==> src/rtl/tmr_pkg.sv <==
package tmr_pkg;

  localparam int unsigned ADDR_W = 3;

  localparam logic [ADDR_W-1:0] A_MOD0 = 3'd0;
  localparam logic [ADDR_W-1:0] A_CTRL = 3'd2;
  localparam logic [ADDR_W-1:0] A_STAT = 3'd3;
  localparam logic [ADDR_W-1:0] A_VAL0 = 3'd4;

  typedef enum logic [1:0] {
    ACT_HOLD   = 2'b00,
    ACT_TOGGLE = 2'b01,
    ACT_CLEAR  = 2'b10,
    ACT_SET    = 2'b11
  } oc_act_e;

  typedef struct packed {
    logic    ie;
    logic    pol;
    logic    pwm;
    oc_act_e act;
  } ctrl_t;

  localparam int unsigned CTRL_W = $bits(ctrl_t);

  function automatic logic oc_next(logic cur, oc_act_e a);
    case (a)
      ACT_TOGGLE: return ~cur;
      ACT_CLEAR:  return 1'b0;
      ACT_SET:    return 1'b1;
      default:    return cur;
    endcase
  endfunction

endpackage

==> src/rtl/tmr_counter.sv <==
module tmr_counter #(
  parameter int unsigned CNT_W = 16
) (
  input  logic             clk,
  input  logic             rst_n,
  input  logic [CNT_W-1:0] mod_i,
  output logic [CNT_W-1:0] cnt_o,
  output logic             wrap_o
);

  function automatic logic [CNT_W-1:0] cnt_step(logic [CNT_W-1:0] c,
                                                logic [CNT_W-1:0] m);
    return (c == m) ? '0 : c + 1'b1;
  endfunction

  logic [CNT_W-1:0] cnt_q;

  always_ff @(posedge clk or negedge rst_n) begin
    if (!rst_n) cnt_q <= '0;
    else        cnt_q <= cnt_step(cnt_q, mod_i);
  end

  assign cnt_o  = cnt_q;
  assign wrap_o = (cnt_q == mod_i);

endmodule

==> src/rtl/tmr_regs.sv <==
module tmr_regs
  import tmr_pkg::*;
#(
  parameter int unsigned BUS_W = 8,
  parameter int unsigned NBYTE = 2,
  localparam int unsigned CNT_W = BUS_W * NBYTE
) (
  input  logic                 clk,
  input  logic                 rst_n,
  input  logic                 we_i,
  input  logic [ADDR_W-1:0]    addr_i,
  input  logic [BUS_W-1:0]     wdata_i,
  input  logic                 xfer_i,
  output logic [CNT_W-1:0]     mod_o,
  output ctrl_t                ctrl_o,
  output logic [CNT_W-1:0]     buf_o,
  output logic                 pair_done_o,
  output logic                 flag_clr_o
);

  logic [BUS_W-1:0] mod_b [NBYTE];
  logic [BUS_W-1:0] val_b [NBYTE];
  logic [NBYTE-1:0] got_q;
  ctrl_t            ctrl_q;

  wire ctrl_hit = we_i && (addr_i == A_CTRL);

  always_ff @(posedge clk or negedge rst_n) begin
    if (!rst_n)        ctrl_q <= '0;
    else if (ctrl_hit) ctrl_q <= ctrl_t'(wdata_i[CTRL_W-1:0]);
  end

  for (genvar g = 0; g < NBYTE; g++) begin : g_byte
    wire mod_hit = we_i && (addr_i == A_MOD0 + ADDR_W'(g));
    wire val_hit = we_i && (addr_i == A_VAL0 + ADDR_W'(g));

    always_ff @(posedge clk or negedge rst_n) begin
      if (!rst_n)       mod_b[g] <= '0;
      else if (mod_hit) mod_b[g] <= wdata_i;
    end

    always_ff @(posedge clk or negedge rst_n) begin
      if (!rst_n)       val_b[g] <= '0;
      else if (val_hit) val_b[g] <= wdata_i;
    end

    // pairing bit: control write discards, byte write marks, load consumes
    always_ff @(posedge clk or negedge rst_n) begin
      if (!rst_n)        got_q[g] <= 1'b0;
      else if (ctrl_hit) got_q[g] <= 1'b0;
      else if (val_hit)  got_q[g] <= 1'b1;
      else if (xfer_i)   got_q[g] <= 1'b0;
    end

    assign mod_o[g*BUS_W +: BUS_W] = mod_b[g];
    assign buf_o[g*BUS_W +: BUS_W] = val_b[g];
  end

  assign ctrl_o      = ctrl_q;
  assign pair_done_o = &got_q;
  assign flag_clr_o  = we_i && (addr_i == A_STAT) && wdata_i[0];

endmodule

==> src/rtl/tmr_chan.sv <==
module tmr_chan
  import tmr_pkg::*;
#(
  parameter int unsigned CNT_W = 16
) (
  input  logic             clk,
  input  logic             rst_n,
  input  logic [CNT_W-1:0] cnt_i,
  input  logic             wrap_i,
  input  oc_act_e          act_i,
  input  logic             pwm_i,
  input  logic             pol_i,
  input  logic [CNT_W-1:0] buf_i,
  input  logic             pair_done_i,
  input  logic             flag_clr_i,
  output logic             xfer_o,
  output logic             match_o,
  output logic [CNT_W-1:0] cval_o,
  output logic             flag_o,
  output logic             pin_o
);

  function automatic logic pwm_level(logic [CNT_W-1:0] c,
                                     logic [CNT_W-1:0] v, logic pol);
    return (c < v) ? ~pol : pol;
  endfunction

  logic [CNT_W-1:0] cval_q;
  logic             flag_q;
  logic             pin_q;

  assign xfer_o  = pair_done_i && (pwm_i ? wrap_i : 1'b1);
  assign match_o = (cnt_i == cval_q);

  always_ff @(posedge clk or negedge rst_n) begin
    if (!rst_n)      cval_q <= '0;
    else if (xfer_o) cval_q <= buf_i;
  end

  always_ff @(posedge clk or negedge rst_n) begin
    if (!rst_n)          flag_q <= 1'b0;
    else if (match_o)    flag_q <= 1'b1;
    else if (flag_clr_i) flag_q <= 1'b0;
  end

  always_ff @(posedge clk or negedge rst_n) begin
    if (!rst_n)       pin_q <= 1'b0;
    else if (pwm_i)   pin_q <= pwm_level(cnt_i, cval_q, pol_i);
    else if (match_o) pin_q <= oc_next(pin_q, act_i);
  end

  assign cval_o = cval_q;
  assign flag_o = flag_q;
  assign pin_o  = pin_q;

endmodule

==> src/rtl/cmp_pwm_chan.sv <==
module cmp_pwm_chan
  import tmr_pkg::*;
#(
  parameter int unsigned BUS_W = 8,
  localparam int unsigned CNT_W = 2 * BUS_W
) (
  input  logic              clk,
  input  logic              rst_n,
  input  logic              bus_we,
  input  logic [ADDR_W-1:0] bus_addr,
  input  logic [BUS_W-1:0]  bus_wdata,
  output logic [CNT_W-1:0]  cnt_o,
  output logic              ovf_o,
  output logic              flag_o,
  output logic              irq_o,
  output logic              pin_o
);

  logic [CNT_W-1:0] mod_q, buf_q, cval_act, cnt_q;
  ctrl_t            ctrl_q;
  logic             pair_done, flag_clr, xfer_ev, match_ev, wrap_ev, flag_q;

  tmr_counter #(.CNT_W(CNT_W)) u_cnt (
    .clk(clk), .rst_n(rst_n), .mod_i(mod_q), .cnt_o(cnt_q), .wrap_o(wrap_ev)
  );

  tmr_regs #(.BUS_W(BUS_W), .NBYTE(2)) u_regs (
    .clk(clk), .rst_n(rst_n), .we_i(bus_we), .addr_i(bus_addr),
    .wdata_i(bus_wdata), .xfer_i(xfer_ev), .mod_o(mod_q), .ctrl_o(ctrl_q),
    .buf_o(buf_q), .pair_done_o(pair_done), .flag_clr_o(flag_clr)
  );

  tmr_chan #(.CNT_W(CNT_W)) u_chan (
    .clk(clk), .rst_n(rst_n), .cnt_i(cnt_q), .wrap_i(wrap_ev),
    .act_i(ctrl_q.act), .pwm_i(ctrl_q.pwm), .pol_i(ctrl_q.pol),
    .buf_i(buf_q), .pair_done_i(pair_done), .flag_clr_i(flag_clr),
    .xfer_o(xfer_ev), .match_o(match_ev), .cval_o(cval_act),
    .flag_o(flag_q), .pin_o(pin_o)
  );

  assign cnt_o  = cnt_q;
  assign ovf_o  = wrap_ev;
  assign flag_o = flag_q;
  assign irq_o  = flag_q & ctrl_q.ie;

endmodule

==> config.mk <==
export PLATFORM = sky130hd
export DESIGN_NAME = cmp_pwm_chan
export DESIGN_NICKNAME = d
export VERILOG_FILES = /design/src/rtl/tmr_pkg.sv /design/src/rtl/tmr_counter.sv /design/src/rtl/tmr_regs.sv /design/src/rtl/tmr_chan.sv /design/src/rtl/cmp_pwm_chan.sv
export SDC_FILE = /design/constraint.sdc
export NUM_CORES = 1
export LEC_CHECK = 0
export CELL_PAD_IN_SITES_DETAIL_PLACEMENT = 0
export CELL_PAD_IN_SITES_GLOBAL_PLACEMENT = 2
export CORE_ASPECT_RATIO = 1.1
export CORE_MARGIN = 10
export CORE_UTILIZATION = 34
export DETAILED_ROUTE_END_ITERATION = 7
export GPL_TIMING_DRIVEN = 0
export PLACE_DENSITY_LB_ADDON = 0.12
export SLEW_MARGIN = 0
export SYNTH_ARGS = -nofsm -noshare
export SYNTH_HDL_FRONTEND = slang
export SYNTH_HIERARCHICAL = 1
export SYNTH_SLANG_ARGS = --single-unit
==> constraint.sdc <==
create_clock -name clk -period 2.1 [get_ports clk]
set_input_delay 0.315 -clock clk [delete_from_list [all_inputs] [get_ports clk]]
set_output_delay 0.315 -clock clk [all_outputs]
set_load 0.1 [all_outputs]
-- Word-level counts from Yosys, hierarchy flattened
Index checks and enable logic that the tools add are counted.
- bits in registers: 73
- input bits: 14
- output and inout bits: 20
- word-level logic and storage cells: 58
- add/sub/neg operators: 1
- order comparisons: 1
- equal/unequal tests: 10
- multiplexer cells: 13
- bitwise gates (word level): 3
- reductions and logical operators: 16
- operators by type and width (cell ; number):
    equality test 16 bit ; 2
    adder 16 x 1 -> 16 bit (second input constant) ; 1
    less-than comparator 16 bit ; 1
    2-to-1 mux 16 bit ; 1
    2-to-1 mux 1 bit ; 11
    logical AND 1 bit ; 8
    equality test 3 x 2 -> 1 bit (second input constant) ; 2
    equality test 3 bit (second input constant) ; 2
    nonzero test 3 bit ; 2
    equality test 2 bit (second input constant) ; 2
    AND reduction 2 bit ; 2
    nonzero test 2 bit ; 2
    nonzero test 4 bit ; 1
    equality test 3 x 1 -> 1 bit (second input constant) ; 1
    logical NOT 3 bit ; 1
    one-hot mux 1 bit (3 select lines) ; 1
    equality test 2 x 1 -> 1 bit (second input constant) ; 1
    NOT 1 bit ; 2
    AND 1 bit ; 1

-- Depth between registers and ports, before layout
Gate-level depths: netlist of the first run.
- word-level depth: 6
- depth in mapped cells: 11

-- Hierarchy
The synthesis of the first run kept the hierarchy.
- modules (own cells, without submodules) (module ; times used ; cells each ; area an instance (um2)):
    tmr_regs ; 1 ; 95 ; 1545.2
    tmr_chan ; 1 ; 126 ; 1121.1
    tmr_counter ; 1 ; 98 ; 947.2
    cmp_pwm_chan ; 1 ; 1 ; 6.3

-- Least setup slack after synthesis of the first run
OpenSTA, ideal clock, no wires.
- path type: flip-flop to flip-flop
- start point: register u_cnt.cnt_q[3] (netlist: u_cnt/cnt_o[3])
- end point: register u_regs.got_q[0]
- library setup time: 0.133 ns
- arrival time: 2.990 ns
- setup slack: -1.023 ns
- stages on the path, launching flop included: 12
- path buffers: 3
- clock period less this slack: 3.123 ns
- path through: dfrtp_1 -> buf_2 -> xnor2_1 -> nand4_1 -> nor4_4 -> buf_6 -> o21ai_0 -> inv_1 -> clkbuf_1 -> nand2b_1 -> o21a_1 -> a211oi_1
- cells in the longest elaborated chain, start to end: 4
- ends and longest elaborated chain (item ; line ; RTL):
    from (decl) ; tmr_counter.sv:16 ; logic [CNT_W-1:0] cnt_q;
    from (signal assigned) ; tmr_counter.sv:20 ; else cnt_q <= cnt_step(cnt_q, mod_i);
    equality test 16 bit ; tmr_counter.sv:24 ; assign wrap_o = (cnt_q == mod_i);
    named net ovf_o ; cmp_pwm_chan.sv:13 ; output logic ovf_o,
    2-to-1 mux 1 bit ; tmr_chan.sv:32 ; assign xfer_o = pair_done_i && (pwm_i ? wrap_i : 1'b1);
    logical AND 1 bit ; tmr_chan.sv:32 ;
    named net xfer_ev ; cmp_pwm_chan.sv:21 ; logic pair_done, flag_clr, xfer_ev, match_ev, wrap_ev, flag_q;
    nonzero test 3 bit (no source line) ; - ;
    to (signal, indexed assignment) ; tmr_regs.sv:49 ; if (!rst_n) got_q[g] <= 1'b0;
    to (signal, indexed assignment) ; tmr_regs.sv:50 ; else if (ctrl_hit) got_q[g] <= 1'b0;
    to (signal, indexed assignment) ; tmr_regs.sv:51 ; else if (val_hit) got_q[g] <= 1'b1;
    to (decl) ; tmr_regs.sv:23 ; logic [NBYTE-1:0] got_q;
The timed path passes the listed nets, and every way through them passes these cells.
A chain may end at the register's enable or synchronous reset.

-- Final worst setup path of the first run
- start point: register u_cnt.cnt_q[9] (netlist: u_cnt/cnt_o[9])
- end point: output port ovf_o
- cells in the longest elaborated chain, start to end: 1
- ends and longest elaborated chain (item ; line):
    equality test 16 bit ; tmr_counter.sv:24
    to (decl) ; cmp_pwm_chan.sv:13
Every way passes these cells.

==> results.cfg, run 1 <==
[clock_network]
cts-root-buf = clkbuf_16
clkLatencyLatePin_ns = 0.34
cts_tree = done
cts_buffers = 9
clk_pin_slew_worst_paths_ns = 0.06
cts_max_level = 3
clkSinkCount = 73
cts_buffer_depth = 2

[timing]
setup_viol_count_final = 19
finalCriticalPeriod_ns = 2.29
hold_viol = 0
fin_crit_sh = 1.09
worst_pin_slew_ns = 0.966
fmax_mhz = 437
drv_slew = 0
rsz0062_at_grt = yes
fin_skew_ns = 0.00878
slew_headroom = 0.358
layout_setup_ws_ns = -0.191

[pwr]
peakVddDrop_uv = 631
power.switching_mw = 2.59
seqPwrFrac = 0.336
powerDensity_nw_per_um2 = 1290
power.total_mw = 6.45
clock_power_share = 0.241
combPwrFrac = 0.423
internal_power_mw = 3.86
p_sw_frac = 0.401
p_leak_nw = 2.16

[worst_setup_path]
critical_path_class = flip-flop to output pin
cp_num_buf_inv = 3
cpPeakStageDelay_ns = 0.48
cp.required_ns = 1.78
worstPathCellList = buf_6, xnor2_2, nand4_1, nor4_4, buf_12, buf_12
end_kind = output pin
cp-start-kind = flip-flop
worst_path_most_repeated_cell = buf_12
cp.arrival_ns = 1.98
cp_max_fo = 2
cp_slowest_cell = dfrtp_4
cp_top_family = simple AND/OR/NAND/NOR gates

[cells_and_area]
final_nets = 408
drive_gt1_frac = 0.385
multi_input_area_sq_um = 1930
n_fill_cell = 983
area_growth_pct = 38.8
fin_cells = 525
antenna_cells = 0
seq_area_sq_um = 1880
stdcell_area_sq_um = 5010
final_core_util = 0.482

[floorplan]
dieArea_sq_um = 15100
rows = 39
dieHeight_microns = 128
pin_count = 34
die_w_microns = 118
core_area_sq_um = 10400
start_util = 0.347

[detailed_routing]
routed_wl_microns = 9400
viasPerCell = 4.84
dr.pass1.iters = 4
via_count = 2542
wl_per_cell_microns = 17.9
drc = 0
ant_nets = 0
dr.first_iter.drc_count = 91

[global_route]
grt_use_total = 0.128
grt_max_degree = 49
overflow = 0
first_global_vias = 2626
antenna_found_initial = 0
grt_pass1_wl_microns = 14700

[place]
postPlaceCellArea_sq_um = 4250
gp_congestion = 0.760
hpwl_microns = 6510
place_ws_ns = -1.19
numPortBuffers = 32
placed_cells = 494

[synth]
ys_warn_count = 6
synth.net_count = 349
netlist_area_sq_um = 3610
synth_cells = 318
syn_avg_cell_area_sq_um = 11.3

[outcome]
status = finished with violations
violations = negative setup slack

[flow_run]
cap_violations = 0

[min_path]
hold_path_class = input pin to flip-flop
## tightest hold or removal path: stages
cell and delay [ns]:
buf_6 0.12, nand2_1 0.05, nand3_1 0.07
## area by class of cell
class	count	share of cell area
Multi-Input combinational cell	213	0.384
Sequential cell	73	0.375
Timing Repair Buffer	48	0.0957
Clock buffer	10	0.0477
Tap cell	143	0.0357
Buffer	10	0.0317
Inverter	22	0.0165
Clock inverter	6	0.0135
## through the flow
stage               setup TNS [ns]  hold WS [ns]
floorplan                    -4.46        0.0194
global placement           -164.63         0.452
detailed placement          -11.62         0.264
CTS                          -2.03         0.247
global route                 -3.36         0.264
finish                       -1.74         0.259
## final timing paths
path | from | end | slack [ns] | depth (start not counted)
worst min-delay path | bus_addr[0] | u_regs/got_q[1] | 0.26 | 3
min in group asynchronous | rst_n | u_cnt/cnt_o[10] | 0.44 | 2
worst max register to register | u_cnt/cnt_o[9] | u_regs/got_q[1] | -0.14 | 13
worst max-delay path | u_cnt/cnt_o[9] | ovf_o | -0.19 | 6
max in group asynchronous | rst_n | u_chan/cval_o[14] | 1.10 | 3
worst min register to register | u_regs/buf_o[13] | u_chan/cval_o[13] | 0.47 | 2
## power by group through the flow
stage	clock network [mW]	registers (mW)	logic, mW
finish	1.56	2.17	2.73
global route	1.65	2.23	2.98
CTS	1.60	2.14	2.49
detailed placement	0	2.17	2.38
global placement	0	2.16	2.34
floorplan	0	2.72	1.20
## routing by layer
| layer | up-vias | GRT usage | part of all wire |
|---|---|---|---|
| li1 | 1218 | - | - |
| met1 | 1262 | 0.155 | 0.44 |
| met2 | 44 | 0.213 | 0.50 |
| met3 | 18 | 0.0233 | 0.031 |
| met4 | 0 | 0.0699 | 0.033 |
| met5 | - | 0 | 0 |
## cells in the final DEF (no fill, tap or decap), types with 2 or more instances in the layout
cell type,count
inv_1,21
buf_4,10
clkbuf_16,12
buf_6,7
dfrtp_1,57
clkinv_4,2
nor2b_1,2
clkbuf_8,2
nand3_1,6
ha_1,10
nand4_1,11
a21oi_2,2
dfrtp_2,4
mux2_2,37
dlygate4sd2_1,18
nand4_4,2
xnor2_1,22
clkinvlp_4,2
xor2_1,4
clkdlybuf4s50_1,11
nor4_4,2
a21oi_1,5
ha_4,7
o21a_1,2
and2_1,3
nor2_1,19
a211oi_1,2
nor4_1,4
dfrtp_4,12
nand2_1,15
nand2_2,8
nor3_1,4
xnor2_2,4
o21ai_1,7
buf_12,3
o21ai_2,9
nand2_4,6
## what timing repair did
action | 4_1_cts | 5_1_grt
buffers inserted | 11 | 2
pin swaps | 7 | 23
hold buffers | 1 | 0
endpoints found under the setup margin | 38 | 20
resized for setup | 65 | 44
gates cloned | 0 | 2
hold endpoints to repair | 25 | 0
## sequential cells by signal (all words and copies together) (netlist names)
name	count
u_cnt/cnt_o	16
u_regs/mod_o	16
u_chan/pin_o	1
u_regs/got_q	2
u_regs/ctrl_o	5
u_chan/cval_o	16
u_regs/buf_o	16
u_chan/flag_o	1
Note: power is estimated with default switching activity, not from simulation.
==> run 2: changes to the inputs <==
--- a/config.mk
+++ b/config.mk
@@ -9,12 +9,12 @@
 export CELL_PAD_IN_SITES_GLOBAL_PLACEMENT = 2
 export CORE_ASPECT_RATIO = 1.1
 export CORE_MARGIN = 10
-export CORE_UTILIZATION = 34
+export CORE_UTILIZATION = 35
+export CTS_CLUSTER_DIAMETER = 50
 export DETAILED_ROUTE_END_ITERATION = 7
 export GPL_TIMING_DRIVEN = 0
 export PLACE_DENSITY_LB_ADDON = 0.12
 export SLEW_MARGIN = 0
 export SYNTH_ARGS = -nofsm -noshare
 export SYNTH_HDL_FRONTEND = slang
-export SYNTH_HIERARCHICAL = 1
 export SYNTH_SLANG_ARGS = --single-unit
==> results.cfg, run 2 <==
[place]
numPortBuffers = 32
gp_congestion = 0.697
placed_cells = 446
postPlaceCellArea_sq_um = 4110
hpwl_microns = 6060

[min_path]
hold_path_depth = 4
hold_path_class = input pin to flip-flop
min_to = u_chan.flag_o
hp-start = bus_addr[0]

[timing]
finalCriticalPeriod_ns = 2.27
fin_skew_ns = 0.0157
setup_viol_count_final = 1
slew_headroom = 0.358
drv_slew = 0
worst_pin_slew_ns = 0.967
hold_viol = 0
fin_crit_sh = 1.08
layout_setup_ws_ns = -0.168
rsz0062_at_grt = yes
hold_ws_ns = 0.369
fmax_mhz = 441

[clock_network]
cts_buffers = 9
clkSinkCount = 73
cts_tree = done
clk_pin_slew_worst_paths_ns = 0.08
cts_buffer_depth = 2
cts-root-buf = clkbuf_8
clkLatencyLatePin_ns = 0.35
cts_max_level = 3

[cells_and_area]
antenna_cells = 0
drive_gt1_frac = 0.365
n_fill_cell = 948
stdcell_area_sq_um = 4600
final_cell_mix = 57 x dfrtp_1, 41 x mux2_2, 20 x inv_1
final_nets = 390
fin_cells = 484
final_common_cell = dfrtp_1
area_growth_pct = 29.0

[pwr]
powerDensity_nw_per_um2 = 1250
p_leak_nw = 2.06
peakVddDrop_uv = 716

[floorplan]
start_util = 0.359
pin_count = 34
die_w_microns = 116
core_area_sq_um = 9940
dieHeight_microns = 126
rows = 38
dieArea_sq_um = 14600

[synth]
synthTopCellsByArea = dfrtp_1 51%, mux2_2 13%, ha_1 6.0%
ys_seq_area_frac = 0.512
synth_top_cell_by_area = dfrtp_1
syn_avg_cell_area_sq_um = 12.2
synth.net_count = 324
yosysUniqueCellTypes = 36
synth_cells = 293
netlist_area_sq_um = 3570
synth_top_area_share = 0.512
ys_warn_count = 0
yosysMostFrequentCell = dfrtp_1
async_reset_ff_frac = 1.00
synth_edf_count = 0
ys_ff_latch = 73
synthTopCellsByCount = 73 x dfrtp_1, 41 x mux2_2, 21 x xnor2_1
synth_ff_type = dfrtp_1

[flow_run]
cap_violations = 0

[detailed_routing]
ant_nets = 0
dr.first_iter.drc_count = 80
viasPerCell = 4.97
drc = 0
via_count = 2407
routed_wl_microns = 9060
wl_per_cell_microns = 18.7
dr.pass1.iters = 4

[worst_setup_path]
r2r_slack_ns = 0.05
critical_path_class = flip-flop to output pin
cp-start-kind = flip-flop
reg2reg_to = u_chan.cval_o[9]
end_kind = output pin
cp.required_ns = 1.78
cp_max_fo = 4
worst_r2r_path_depth = 7
cp.arrival_ns = 1.95
r2r-start = u_cnt.cnt_o[6]

[global_route]
antenna_found_initial = 0
first_global_vias = 2479
overflow = 0
grt_use_total = 0.131
grt_pass1_wl_microns = 14400
grt_max_degree = 40

[outcome]
status = finished with violations
violations = negative setup slack
-- run 2: cell count changes in the layout (fill, tap and decap cells not counted), moves of 6 or more --
| cell | change |
|---|---|
| xnor2_1 | -7 |
| o21ai_0 | +8 |
| dlygate4sd2_1 | -6 |
| buf_4 | +9 |
| o21ai_1 | -7 |
| nand2_2 | -8 |
| o21ai_2 | -9 |
| clkbuf_8 | +8 |
| nand2_4 | -6 |
| mux2_4 | +10 |
| clkbuf_16 | -11 |
-- run 2: worst max-delay path by stage --
stage | startpoint | end | slack [ns] | cells after the start
after detailed placement | u_cnt.cnt_o[2] | ovf_o | -1.09 | 6
final | u_cnt.cnt_o[6] | ovf_o | -0.17 | 6
after CTS | u_cnt.cnt_o[10] | ovf_o | -0.18 | 6
after floorplan | u_chan.flag_o | irq_o | 0.01 | 1
after global placement | rst_n | u_cnt.cnt_o[5] | -2.52 | 1
after global routing | u_cnt.cnt_o[9] | ovf_o | -0.27 | 6
-- run 2: layout make-up --
cell class | instances | area, sq um | share of cell area
inverters | 20 | 75.1 | 0.0163
flip-flops and latches | 73 | 1870 | 0.406
repair buffers | 55 | 520 | 0.113
clock buffers | 10 | 138 | 0.0299
multi-input cells | 196 | 1760 | 0.383
plain buffers | 4 | 50.0 | 0.0109
well taps | 120 | 150 | 0.0326
clock inverters | 6 | 40.0 | 0.00870
-- run 2: stage by stage --
step | power (mW) | utilization | setup WS [ns] | TNS (ns)
floorplan | 3.87 | - | 0.0126 | 0
global placement | 4.46 | 0.412 | -2.52 | -160.82
detailed placement | 4.49 | 0.414 | -1.09 | -7.94
CTS | 5.66 | 0.453 | -0.184 | -0.270
global route | 6.15 | 0.463 | -0.272 | -0.712
finish | 5.76 | 0.463 | -0.168 | -0.168
-- run 2: timing repair --
| item | 4_1_cts | 5_1_grt |
|---|---|---|
| hold buffers | 1 | 0 |
| setup buffers | 15 | 6 |
| endpoints found under the setup margin | 31 | 27 |
| pin swaps | 7 | 7 |
| hold endpoints to repair | 34 | 0 |
| resized for setup | 50 | 15 |
| gates cloned | 1 | 0 |
-- run 2: cells by family (layout without fill, tap and decap cells) --
kind of cell	after synthesis	after routing	share of synthesized area
flip-flops	73	73	0.512
AND/OR/NAND/NOR	72	72	0.109
multiplexers	51	51	0.171
AO/OA/AOI/OAI	28	28	0.0519
XOR/XNOR	28	28	0.0687
buffers and inverters	24	95	0.0280
adder cells (fa/ha/maj)	17	17	0.0596
-- run 2: routing by layer --
layer,global-route usage,share of wire,vias to the layer above
li1,-,-,1166
met1,0.175,0.48,1204
met2,0.205,0.47,27
met3,0.0223,0.037,10
met4,0.0508,0.014,0
met5,0,0,-
-- run 2: worst max-delay path: stages, from the launching register on --
cell,delay [ns]
dfrtp_4,0.52
xnor2_2,0.15
nand4_1,0.16
nor4_4,0.33
buf_6,0.16
buf_8,0.10
buf_12,0.16
-- run 2: power by group --
group | switching [mW] | internal [mW] | total (mW)
clock | 0.559 | 0.463 | 1.02
sequential | 0.338 | 1.85 | 2.19
combinational | 1.52 | 1.02 | 2.54
==> run 3: changes to the inputs <==
--- a/config.mk
+++ b/config.mk
@@ -5,6 +5,7 @@
 export SDC_FILE = /design/constraint.sdc
 export NUM_CORES = 1
 export LEC_CHECK = 0
+export ABC_CLOCK_PERIOD_IN_PS = 2050
 export CELL_PAD_IN_SITES_DETAIL_PLACEMENT = 0
 export CELL_PAD_IN_SITES_GLOBAL_PLACEMENT = 2
 export CORE_ASPECT_RATIO = 1.1
==> constraint.sdc (replaced) <==
create_clock -name clk -period 2.05 [get_ports clk]
set_input_delay 0.3075 -clock clk [delete_from_list [all_inputs] [get_ports clk]]
set_output_delay 0.3075 -clock clk [all_outputs]
set_load 0.1 [all_outputs]
==> results.cfg, run 3 (synthesis gave the netlist of run 2 again) <==
[outcome]
status = finished with violations
violations = negative setup slack

[global_route]
grt_max_degree = 47
grt_pass1_wl_microns = 14900
met3_usage = 0.0252
first_global_vias = 2628
antenna_found_initial = 0
met2_usage = 0.214
grt_use_total = 0.136
globalRoute.busiestLayer = met2
overflow = 0
use_met1 = 0.177

[worst_setup_path]
r2r_slack_ns = -0.04
r2r-start = u_cnt.cnt_o[1]
cp.arrival_ns = 1.97
worst_r2r_path_depth = 7
end_kind = output pin
cp.required_ns = 1.74
critical_path_class = flip-flop to output pin
cp-start-kind = flip-flop
reg2reg_to = u_chan.cval_o[8]
cp_max_fo = 5

[timing]
rsz0062_at_grt = yes
finalCriticalPeriod_ns = 2.28
fmax_mhz = 439
hold_ws_ns = 0.363
fin_skew_ns = 0.00680
worst_pin_slew_ns = 0.965
setup_viol_count_final = 11
slew_headroom = 0.359
layout_setup_ws_ns = -0.229
drv_slew = 0
hold_viol = 0
fin_crit_sh = 1.11

[clock_network]
cts-root-buf = clkbuf_8
cts_tree = done
cts_max_level = 3
clkLatencyLatePin_ns = 0.35
clk_pin_slew_worst_paths_ns = 0.08
clkSinkCount = 73
cts_buffer_depth = 2
cts_buffers = 9

[floorplan]
die_w_microns = 116
pin_count = 34
dieHeight_microns = 126
dieArea_sq_um = 14600
rows = 38
core_area_sq_um = 9940
start_util = 0.359

[pwr]
powerDensity_nw_per_um2 = 1280
peakVddDrop_uv = 659
p_leak_nw = 2.11

[place]
hpwl_microns = 6110
numPortBuffers = 32
gp_congestion = 0.726
place_ws_ns = -1.14

[min_path]
min_to = u_chan.flag_o
hold_path_depth = 4
hold_path_class = input pin to flip-flop
hp-start = bus_addr[0]

[detailed_routing]
wl_per_cell_microns = 18.7
dr.first_iter.drc_count = 75
routed_wl_microns = 9260
viasPerCell = 4.99
ant_nets = 0
dr.pass1.iters = 4
via_count = 2465
drc = 0

[cells_and_area]
final_nets = 400
final_cell_mix = 57 x dfrtp_1, 41 x mux2_2, 22 x buf_4
final_common_cell = dfrtp_1
antenna_cells = 0
area_growth_pct = 34.7
drive_gt1_frac = 0.404

[flow_run]
cap_violations = 0
-- run 3: cell count changes in the layout (fill, tap and decap cells not counted), sizes merged --
cell	change
clkbuf	+1
clkinvlp	+1
inv	-2
clkinv	-1
dlygate4sd2	-5
clkdlybuf4s15	+5
bufinv	+1
buf	+10
-- run 3: repair_timing --
action	4_1_cts	5_1_grt
cloned	1	0
setup endpoints to repair	32	30
setup buffers	23	9
resized for setup	58	29
hold endpoints to repair	27	0
pin swaps	11	11
hold buffers	1	0
-- run 3: how the worst max path moves through the flow --
| stage | startpoint | endpoint | slack, ns | depth (start not counted) |
|---|---|---|---|---|
| floorplan | u_cnt.cnt_o[4] | ovf_o | -0.01 | 5 |
| global placement | rst_n | u_cnt.cnt_o[1] | -2.54 | 1 |
| detailed placement | u_cnt.cnt_o[12] | ovf_o | -1.14 | 6 |
| CTS | u_cnt.cnt_o[5] | ovf_o | -0.26 | 6 |
| global route | u_cnt.cnt_o[12] | ovf_o | -0.29 | 6 |
| finish | u_cnt.cnt_o[1] | ovf_o | -0.23 | 6 |
-- run 3: through the flow --
stage               total power [mW]  cells  utilization  area, sq um  setup TNS (ns)
CTS                             6.01    487        0.466         4630          -0.687
detailed placement              4.61    446        0.416         4130           -8.85
global route                    6.59    494        0.484         4810           -1.38
floorplan                       3.98    293            -         3640         -0.0116
global placement                4.58    445        0.413         4110         -164.13
finish                          6.16    494        0.484         4810          -0.453
-- run 3: metal layers --
layer  up-vias  share of wire
met2        36           0.50
li1       1174              -
met5         -              0
met3        10          0.035
met1      1245           0.45
met4         0          0.015
-- run 3: report_power, final --
group / switching [mW] / total [mW] / leakage (nW) / internal [mW]
combinational: 1.61 / 2.78 / 1.13 / 1.17
sequential: 0.336 / 2.24 / 0.880 / 1.91
clock: 0.545 / 1.14 / 0.0953 / 0.591
total: 2.49 / 6.16 / 2.11 / 3.67
-- run 3: area by class of cell --
type,count,area (sq um)
fill,953,5130
sequential,73,1880
multi-input combinational,196,1810
timing repair buffer,65,641
tap,120,150
clock buffer,11,141
inverter,20,75.1
clock inverter,5,55.1
buffer,4,50.0
-- run 3: critical path, stage by stage, from the launching register on --
cell and delay, ns:
dfrtp_4 0.51, xnor2_1 0.16, nand4_1 0.17, nor4_4 0.34, buf_6 0.16, buf_8 0.10
buf_12 0.16
